**config.mk**
```make
export PLATFORM = sky130hd
export DESIGN_NAME = walk_march_engine
export DESIGN_NICKNAME = d
export VERILOG_FILES = /design/src/rtl/walk_march_pkg.sv /design/src/rtl/march_addr_ctr.sv /design/src/rtl/march_word_cmp.sv /design/src/rtl/walk_march_engine.sv
export SDC_FILE = /design/constraint.sdc
export NUM_CORES = 1
export LEC_CHECK = 0
export ABC_AREA = 1
export BUFFER_PORTS_ARGS = -buffer_cell sky130_fd_sc_hd__buf_2
export CAP_MARGIN = 20
export CORE_MARGIN = 2
export CORE_UTILIZATION = 39
export CTS_CLUSTER_DIAMETER = 200
export CTS_CLUSTER_SIZE = 12
export DETAILED_ROUTE_END_ITERATION = 10
export PLACE_DENSITY = 0.73
export SYNTH_ARGS = -nofsm -noshare
export SYNTH_HDL_FRONTEND = slang
export SYNTH_HIERARCHICAL = 1
export SYNTH_SLANG_ARGS = --single-unit
```
**constraint.sdc**
```tcl
create_clock -name clk -period 6.65 [get_ports clk]
set_clock_uncertainty 0.05 [all_clocks]
set_input_delay 0.665 -clock clk [delete_from_list [all_inputs] [get_ports clk]]
set_output_delay 0.665 -clock clk [all_outputs]
set_load 0.03 [all_outputs]
```
**src/rtl/walk_march_pkg.sv**
```systemverilog
package walk_march_pkg;
  typedef enum logic [2:0] {
    ST_IDLE,
    ST_FILL,
    ST_READ,
    ST_CHECK,
    ST_DONE
  } march_st_t;
endpackage

```
**src/rtl/march_addr_ctr.sv**
```systemverilog
module march_addr_ctr #(
  parameter int ADDR_W = 16
) (
  input  logic              clk,
  input  logic              rst_n,
  input  logic              clear,
  input  logic              step,
  input  logic [ADDR_W:0]   size_words,
  output logic [ADDR_W-1:0] idx,
  output logic              at_last
);
  always_ff @(posedge clk or negedge rst_n) begin
    if (!rst_n)     idx <= '0;
    else if (clear) idx <= '0;
    else if (step)  idx <= idx + 1'b1;
  end

  assign at_last = ({1'b0, idx} == (size_words - 1'b1));

  assert_step_in_region_R2: assert property (@(posedge clk) disable iff (!rst_n)
    (step && !clear) |-> ({1'b0, idx} < size_words))
    else $error("index advanced beyond the region");
endmodule

```
**src/rtl/march_word_cmp.sv**
```systemverilog
module march_word_cmp #(
  parameter int DATA_W = 64,
  parameter int ADDR_W = 16,
  localparam int BYTE_SH = $clog2(DATA_W / 8),
  localparam int BADDR_W = ADDR_W + BYTE_SH
) (
  input  logic               clk,
  input  logic               rst_n,
  input  logic               clear,
  input  logic               checking,
  input  logic [ADDR_W-1:0]  idx,
  input  logic [DATA_W-1:0]  expect_word,
  input  logic [DATA_W-1:0]  rdata,
  output logic               mismatch,
  output logic [BADDR_W-1:0] fail_addr,
  output logic [DATA_W-1:0]  fail_exp,
  output logic [DATA_W-1:0]  fail_obs
);
  function automatic logic [BADDR_W-1:0] byte_of(input logic [ADDR_W-1:0] w);
    return {w, {BYTE_SH{1'b0}}};
  endfunction

  assign mismatch = checking && (rdata != expect_word);

  always_ff @(posedge clk or negedge rst_n) begin
    if (!rst_n) begin
      fail_addr <= '0;
      fail_exp  <= '0;
      fail_obs  <= '0;
    end else if (clear) begin
      fail_addr <= '0;
      fail_exp  <= '0;
      fail_obs  <= '0;
    end else if (mismatch) begin
      fail_addr <= byte_of(idx);
      fail_exp  <= expect_word;
      fail_obs  <= rdata;
    end
  end

  assert_report_held_R5: assert property (@(posedge clk) disable iff (!rst_n)
    (!mismatch && !clear) |=> ($stable(fail_exp) && $stable(fail_obs) && $stable(fail_addr)))
    else $error("failure report changed without a miscompare");
endmodule

```
**src/rtl/walk_march_engine.sv**
```systemverilog
module walk_march_engine #(
  parameter int DATA_W = 64,
  parameter int ADDR_W = 16,
  localparam int LAST_PASS = DATA_W + 1,
  localparam int PASS_W = $clog2(LAST_PASS + 1),
  localparam int BADDR_W = ADDR_W + $clog2(DATA_W / 8)
) (
  input  logic               clk,
  input  logic               rst_n,
  input  logic               start,
  input  logic [ADDR_W:0]    size_words,
  output logic               busy,
  output logic               done,
  output logic               fail,
  output logic [PASS_W-1:0]  pass_num,
  output logic [BADDR_W-1:0] fail_addr,
  output logic [DATA_W-1:0]  fail_exp,
  output logic [DATA_W-1:0]  fail_obs,
  output logic               mem_req,
  output logic               mem_we,
  output logic [ADDR_W-1:0]  mem_addr,
  output logic [DATA_W-1:0]  mem_wdata,
  input  logic [DATA_W-1:0]  mem_rdata
);
  import walk_march_pkg::*;

  localparam logic [DATA_W-1:0] ONE = DATA_W'(1);
  localparam logic [PASS_W-1:0] FINAL_P = PASS_W'(LAST_PASS);

  function automatic logic [DATA_W-1:0] expect_for(input logic [PASS_W-1:0] p);
    if (p < PASS_W'(2)) return '0;
    return ONE << (int'(p) - 2);
  endfunction

  function automatic logic [DATA_W-1:0] write_for(input logic [PASS_W-1:0] p);
    if (p <= PASS_W'(1)) return ONE;
    return ONE << (int'(p) - 1);
  endfunction

  march_st_t        st;
  logic [ADDR_W-1:0] idx;
  logic             at_last;
  logic             launch;
  logic             mismatch;
  logic             ctr_clear;
  logic             ctr_step;
  logic             checking;
  logic             last_pass;

  assign launch    = ((st == ST_IDLE) || (st == ST_DONE)) && start;
  assign checking  = (st == ST_CHECK);
  assign last_pass = (pass_num == FINAL_P);

  march_addr_ctr #(.ADDR_W(ADDR_W)) u_ctr (
    .clk        (clk),
    .rst_n      (rst_n),
    .clear      (ctr_clear),
    .step       (ctr_step),
    .size_words (size_words),
    .idx        (idx),
    .at_last    (at_last)
  );

  march_word_cmp #(.DATA_W(DATA_W), .ADDR_W(ADDR_W)) u_cmp (
    .clk         (clk),
    .rst_n       (rst_n),
    .clear       (launch),
    .checking    (checking),
    .idx         (idx),
    .expect_word (expect_for(pass_num)),
    .rdata       (mem_rdata),
    .mismatch    (mismatch),
    .fail_addr   (fail_addr),
    .fail_exp    (fail_exp),
    .fail_obs    (fail_obs)
  );

  always_comb begin
    ctr_clear = launch
             || ((st == ST_FILL) && at_last)
             || (checking && !mismatch && at_last);
    ctr_step  = ((st == ST_FILL) && !at_last)
             || (checking && !mismatch && !at_last);
  end

  always_ff @(posedge clk or negedge rst_n) begin
    if (!rst_n) begin
      st       <= ST_IDLE;
      pass_num <= '0;
      done     <= 1'b0;
      fail     <= 1'b0;
    end else begin
      case (st)
        ST_IDLE, ST_DONE: begin
          if (start) begin
            fail <= 1'b0;
            pass_num <= '0;
            if (size_words == '0) begin
              st   <= ST_DONE;
              done <= 1'b1;
            end else begin
              st       <= ST_FILL;
              done     <= 1'b0;
              pass_num <= PASS_W'(1);
            end
          end
        end
        ST_FILL: begin
          if (at_last) begin
            st       <= ST_READ;
            pass_num <= PASS_W'(2);
          end
        end
        ST_READ: st <= ST_CHECK;
        ST_CHECK: begin
          if (mismatch) begin
            st   <= ST_DONE;
            done <= 1'b1;
            fail <= 1'b1;
          end else if (at_last && last_pass) begin
            st   <= ST_DONE;
            done <= 1'b1;
          end else begin
            st <= ST_READ;
            if (at_last) pass_num <= pass_num + 1'b1;
          end
        end
        default: st <= ST_IDLE;
      endcase
    end
  end

  assign busy      = (st == ST_FILL) || (st == ST_READ) || checking;
  assign mem_req   = (st == ST_FILL) || (st == ST_READ)
                  || (checking && !mismatch && !last_pass);
  assign mem_we    = (st == ST_FILL) || checking;
  assign mem_addr  = idx;
  assign mem_wdata = write_for(pass_num);

  assert_quiet_when_idle_R1: assert property (@(posedge clk) disable iff (!rst_n)
    !busy |-> !mem_req) else $error("request while idle");

  assert_fill_ascending_R2: assert property (@(posedge clk) disable iff (!rst_n)
    (mem_req && mem_we && pass_num == PASS_W'(1) && $past(mem_req && mem_we && pass_num == PASS_W'(1)))
      |-> (mem_addr == $past(mem_addr) + 1'b1)) else $error("pass 1 address not ascending");

  assert_write_same_word_R3: assert property (@(posedge clk) disable iff (!rst_n)
    (mem_req && mem_we && pass_num > PASS_W'(1))
      |-> ($past(mem_req) && !$past(mem_we) && $past(mem_addr) == mem_addr))
    else $error("verify write not preceded by read of the same word");

  assert_last_pass_read_only_R4: assert property (@(posedge clk) disable iff (!rst_n)
    (mem_req && last_pass) |-> !mem_we) else $error("write in final pass");

  assert_no_write_after_bad_R5: assert property (@(posedge clk) disable iff (!rst_n)
    mismatch |-> !mem_req) else $error("request on miscompare");

  assert_done_excl_busy_R9: assert property (@(posedge clk) disable iff (!rst_n)
    !(done && busy)) else $error("done while busy");

  assert_pass_bounds_R10: assert property (@(posedge clk) disable iff (!rst_n)
    busy |-> (pass_num >= PASS_W'(1) && pass_num <= FINAL_P)) else $error("pass out of range");
endmodule

```
==> results.toml <==
[run_status]
status = "complete, no violations"

[final_layout]
nFillCells = 2993
final_nets = 2015
regArea_um2 = 4300
final_cell_mix = "nand2_1, buf_2, nor2_1"
layout-drive-gt1-share_pct = 21.4
final_cell_area_um2 = 13700
area_growth_pct = 21.1
multi_input_comb_area_um2 = 5930
layout_commonest_cell = "nand2_1"

[pwr]
peakVddDrop_v = 0.000243
seqPwrFrac_pct = 28.4
p_clk_share_pct = 21.5
p_sw_mw = 2.61
switching_share_pct = 50.3
leakage_nw = 7.69
p_int_mw = 2.58
pwr-share-comb_pct = 50.1
p_total_mw = 5.18
p_per_area_nw_per_um2 = 377

[sta]
setup_violations = 0
fin_crit_sh_pct = 87.6
setup_tns_ps = 0
finalCriticalPeriod_ps = 5820
hold_viol = 0
max_freq_ghz = 0.172
holdWs_ps = 263
relSlewSlack_pct = 25.8
tightest_slew_ps = 1110
slew_violations = 0
rsz0062_at_grt = "no"

[floorplan]
rows = 62
die-height_um = 175
start_util_pct = 39.5
dieArea_um2 = 30500
coreArea_um2 = 28700
die_w_um = 175
pin_count = 323

[synthesis]
synth-seq-cells = 172
syn_area_um2 = 11300
synthTopCellsByArea = "dfrtp_1, nand2_1, nand3_1, nand4_1, nor2_1"
synth_seq_area_share_pct = 37.9
yosys.area.top_type_share_pct = 37.9
synth_area_per_cell_um2 = 6.77
synthCells = 1675
synth_area_leader_cell = "dfrtp_1"
ys_types = 43
synth_warnings = 6

[cts]
worst_skew_pair.late_latency_ps = 430
cts_root_buffer = "clkbuf_16"
cts_num_sinks = 172
ctsHoldBuffers = 0
cts_tree = "done"
clkTransAtPathRegs_ps = 70
clock_path_buffers = 2
postCtsSetupRepairBufs = 0
cts_made_buffers = 17
ctsResizeCount = 0
htree_levels = 4

[critical_path]
critPathCaptureType = "output port"
r2r_start = "pass_num[1]"
worst-r2r-cell-count = 30
r2r_slack_ps = 920
timing.rr.end = "u_ctr/idx[15]"
crit_fanout = 44
crit_type = "flop to output port"
required_ps = 5930
crit_arrival_ps = 5110
critical_path.startpoint_type = "flop"

[detailed_routing]
wl_um = 38300
wire_per_inst_um = 16.5
via_per_inst = 5.33
antenna_left = 0
firstDrtPassIters = 7
drt_iter0_drc = 1293
drcViolationCount = 0
num_vias = 12400

[place]
placed_cell_area_um2 = 13000
portBuffers = 319
place_hpwl_um = 27900
routabilityCongestion = 0.908

[job]
drv_cap = 0

[hold_path]
hold_class = "input port to async pin"

[grt]
globalRouteOverflowTotal = 0
grt_pass1_wl_um = 60000
antenna_found_initial = 2
grt_pass1_vias = 11100
grt_usage_pct = 24.5
grt_max_degree = 220
==> area by class of cell <==
class	instances	area share (%)
tap	384	3.50
clock inverter	13	1.47
antenna	1	0.0182
sequential	172	31.3
inverter	165	4.60
multi-input combinational	1236	43.1
clock buffer	19	3.30
timing repair buffer	331	12.7
==> power by group through the flow <==
stage | Combinational, mW | Clock (mW) | Sequential [mW]
2_1_floorplan | 1.49 | 0 | 1.91
3_3_place_gp | 2.50 | 0 | 1.48
3_5_place_dp | 2.54 | 0 | 1.48
4_1_cts | 2.55 | 1.14 | 1.47
5_1_grt | 2.82 | 1.18 | 1.50
6_report | 2.60 | 1.11 | 1.47
==> Yosys cell counts, drive strengths merged <==
| master | instances |
|---|---|
| o21ai | 29 |
| a21boi | 1 |
| and2 | 1 |
| o211ai | 1 |
| dfrtp | 172 |
| nand3 | 247 |
| buf | 63 |
| nor3 | 16 |
| inv | 164 |
| nand4 | 162 |
| ha | 8 |
| or2 | 1 |
| nor2 | 280 |
| clkbuf | 41 |
| nand3b | 2 |
| nor4 | 1 |
| nor3b | 1 |
| a21oi | 14 |
| o22ai | 2 |
| nand2 | 445 |
| clkinv | 1 |
| xor2 | 18 |
| a21o | 1 |
| conb | 1 |
| xnor2 | 3 |
==> metal layers <==
metal  vias to the layer above  routed length, µm  global-route usage, %
met5                         -                 13                      0
met4                         2               1020                   7.92
met3                        61               2690                   4.90
met2                       490              17900                   38.7
met1                      5854              16700                   33.8
li1                       5956                  -                      -
==> kinds of logic after synthesis <==
| kind of cell | count (synthesis) | share of synthesized area [%] |
|---|---|---|
| other cells | 1 | 0.0331 |
| buf+inv | 269 | 9.92 |
| compound gates | 48 | 2.21 |
| simple gates | 1156 | 46.9 |
| fa+ha+maj | 8 | 0.882 |
| flops | 172 | 37.9 |
| xor+xnor | 21 | 2.08 |
==> critical path: stages, from the launching register on <==
cell and delay [ps]:
dfrtp_1 560, inv_2 190, ha_1 260, inv_1 100, nor2_4 60, nor2_2 530
inv_1 410, nand3_1 230, nor2_1 120, xor2_1 170, nor2_1 140, nand2_1 90
nor2_1 170, nand2_1 140, nor2_1 180, nand2_4 330, nand2_4 150, inv_1 70
nor2_1 170, inv_1 100, o21ai_0 240, buf_2 250
==> flip-flops by register name, summed over array words and instances, names as in the netlist <==
signal           cells
pass_num             7
st                   3
u_cmp/fail_exp      64
done                 1
u_cmp/fail_obs      64
u_cmp/fail_addr     16
u_ctr/idx           16
fail                 1
==> worst max path at each step <==
stage | start | to | slack [ps] | cells past startpoint
2_1_floorplan | pass_num[1] | mem_req | 1920 | 23
3_3_place_gp | pass_num[1] | u_cmp/fail_exp[60] | 970 | 23
3_5_place_dp | pass_num[1] | u_ctr/idx[15] | 740 | 33
4_1_cts | pass_num[1] | mem_req | 580 | 24
5_1_grt | pass_num[1] | u_ctr/idx[15] | 450 | 31
6_report | pass_num[1] | mem_req | 830 | 21
==> stage by stage <==
| stage | std cells | util (%) | setup slack (ps) |
|---|---|---|---|
| final | 2321 | 47.9 | 827 |
| after global routing | 2321 | 47.9 | 447 |
| after CTS | 2317 | 47.7 | 575 |
| after detailed placement | 2285 | 45.4 | 737 |
| after global placement | 2284 | 45.3 | 970 |
| after floorplan | 1677 | - | 1920 |
Power figures use the tool's default switching activity.
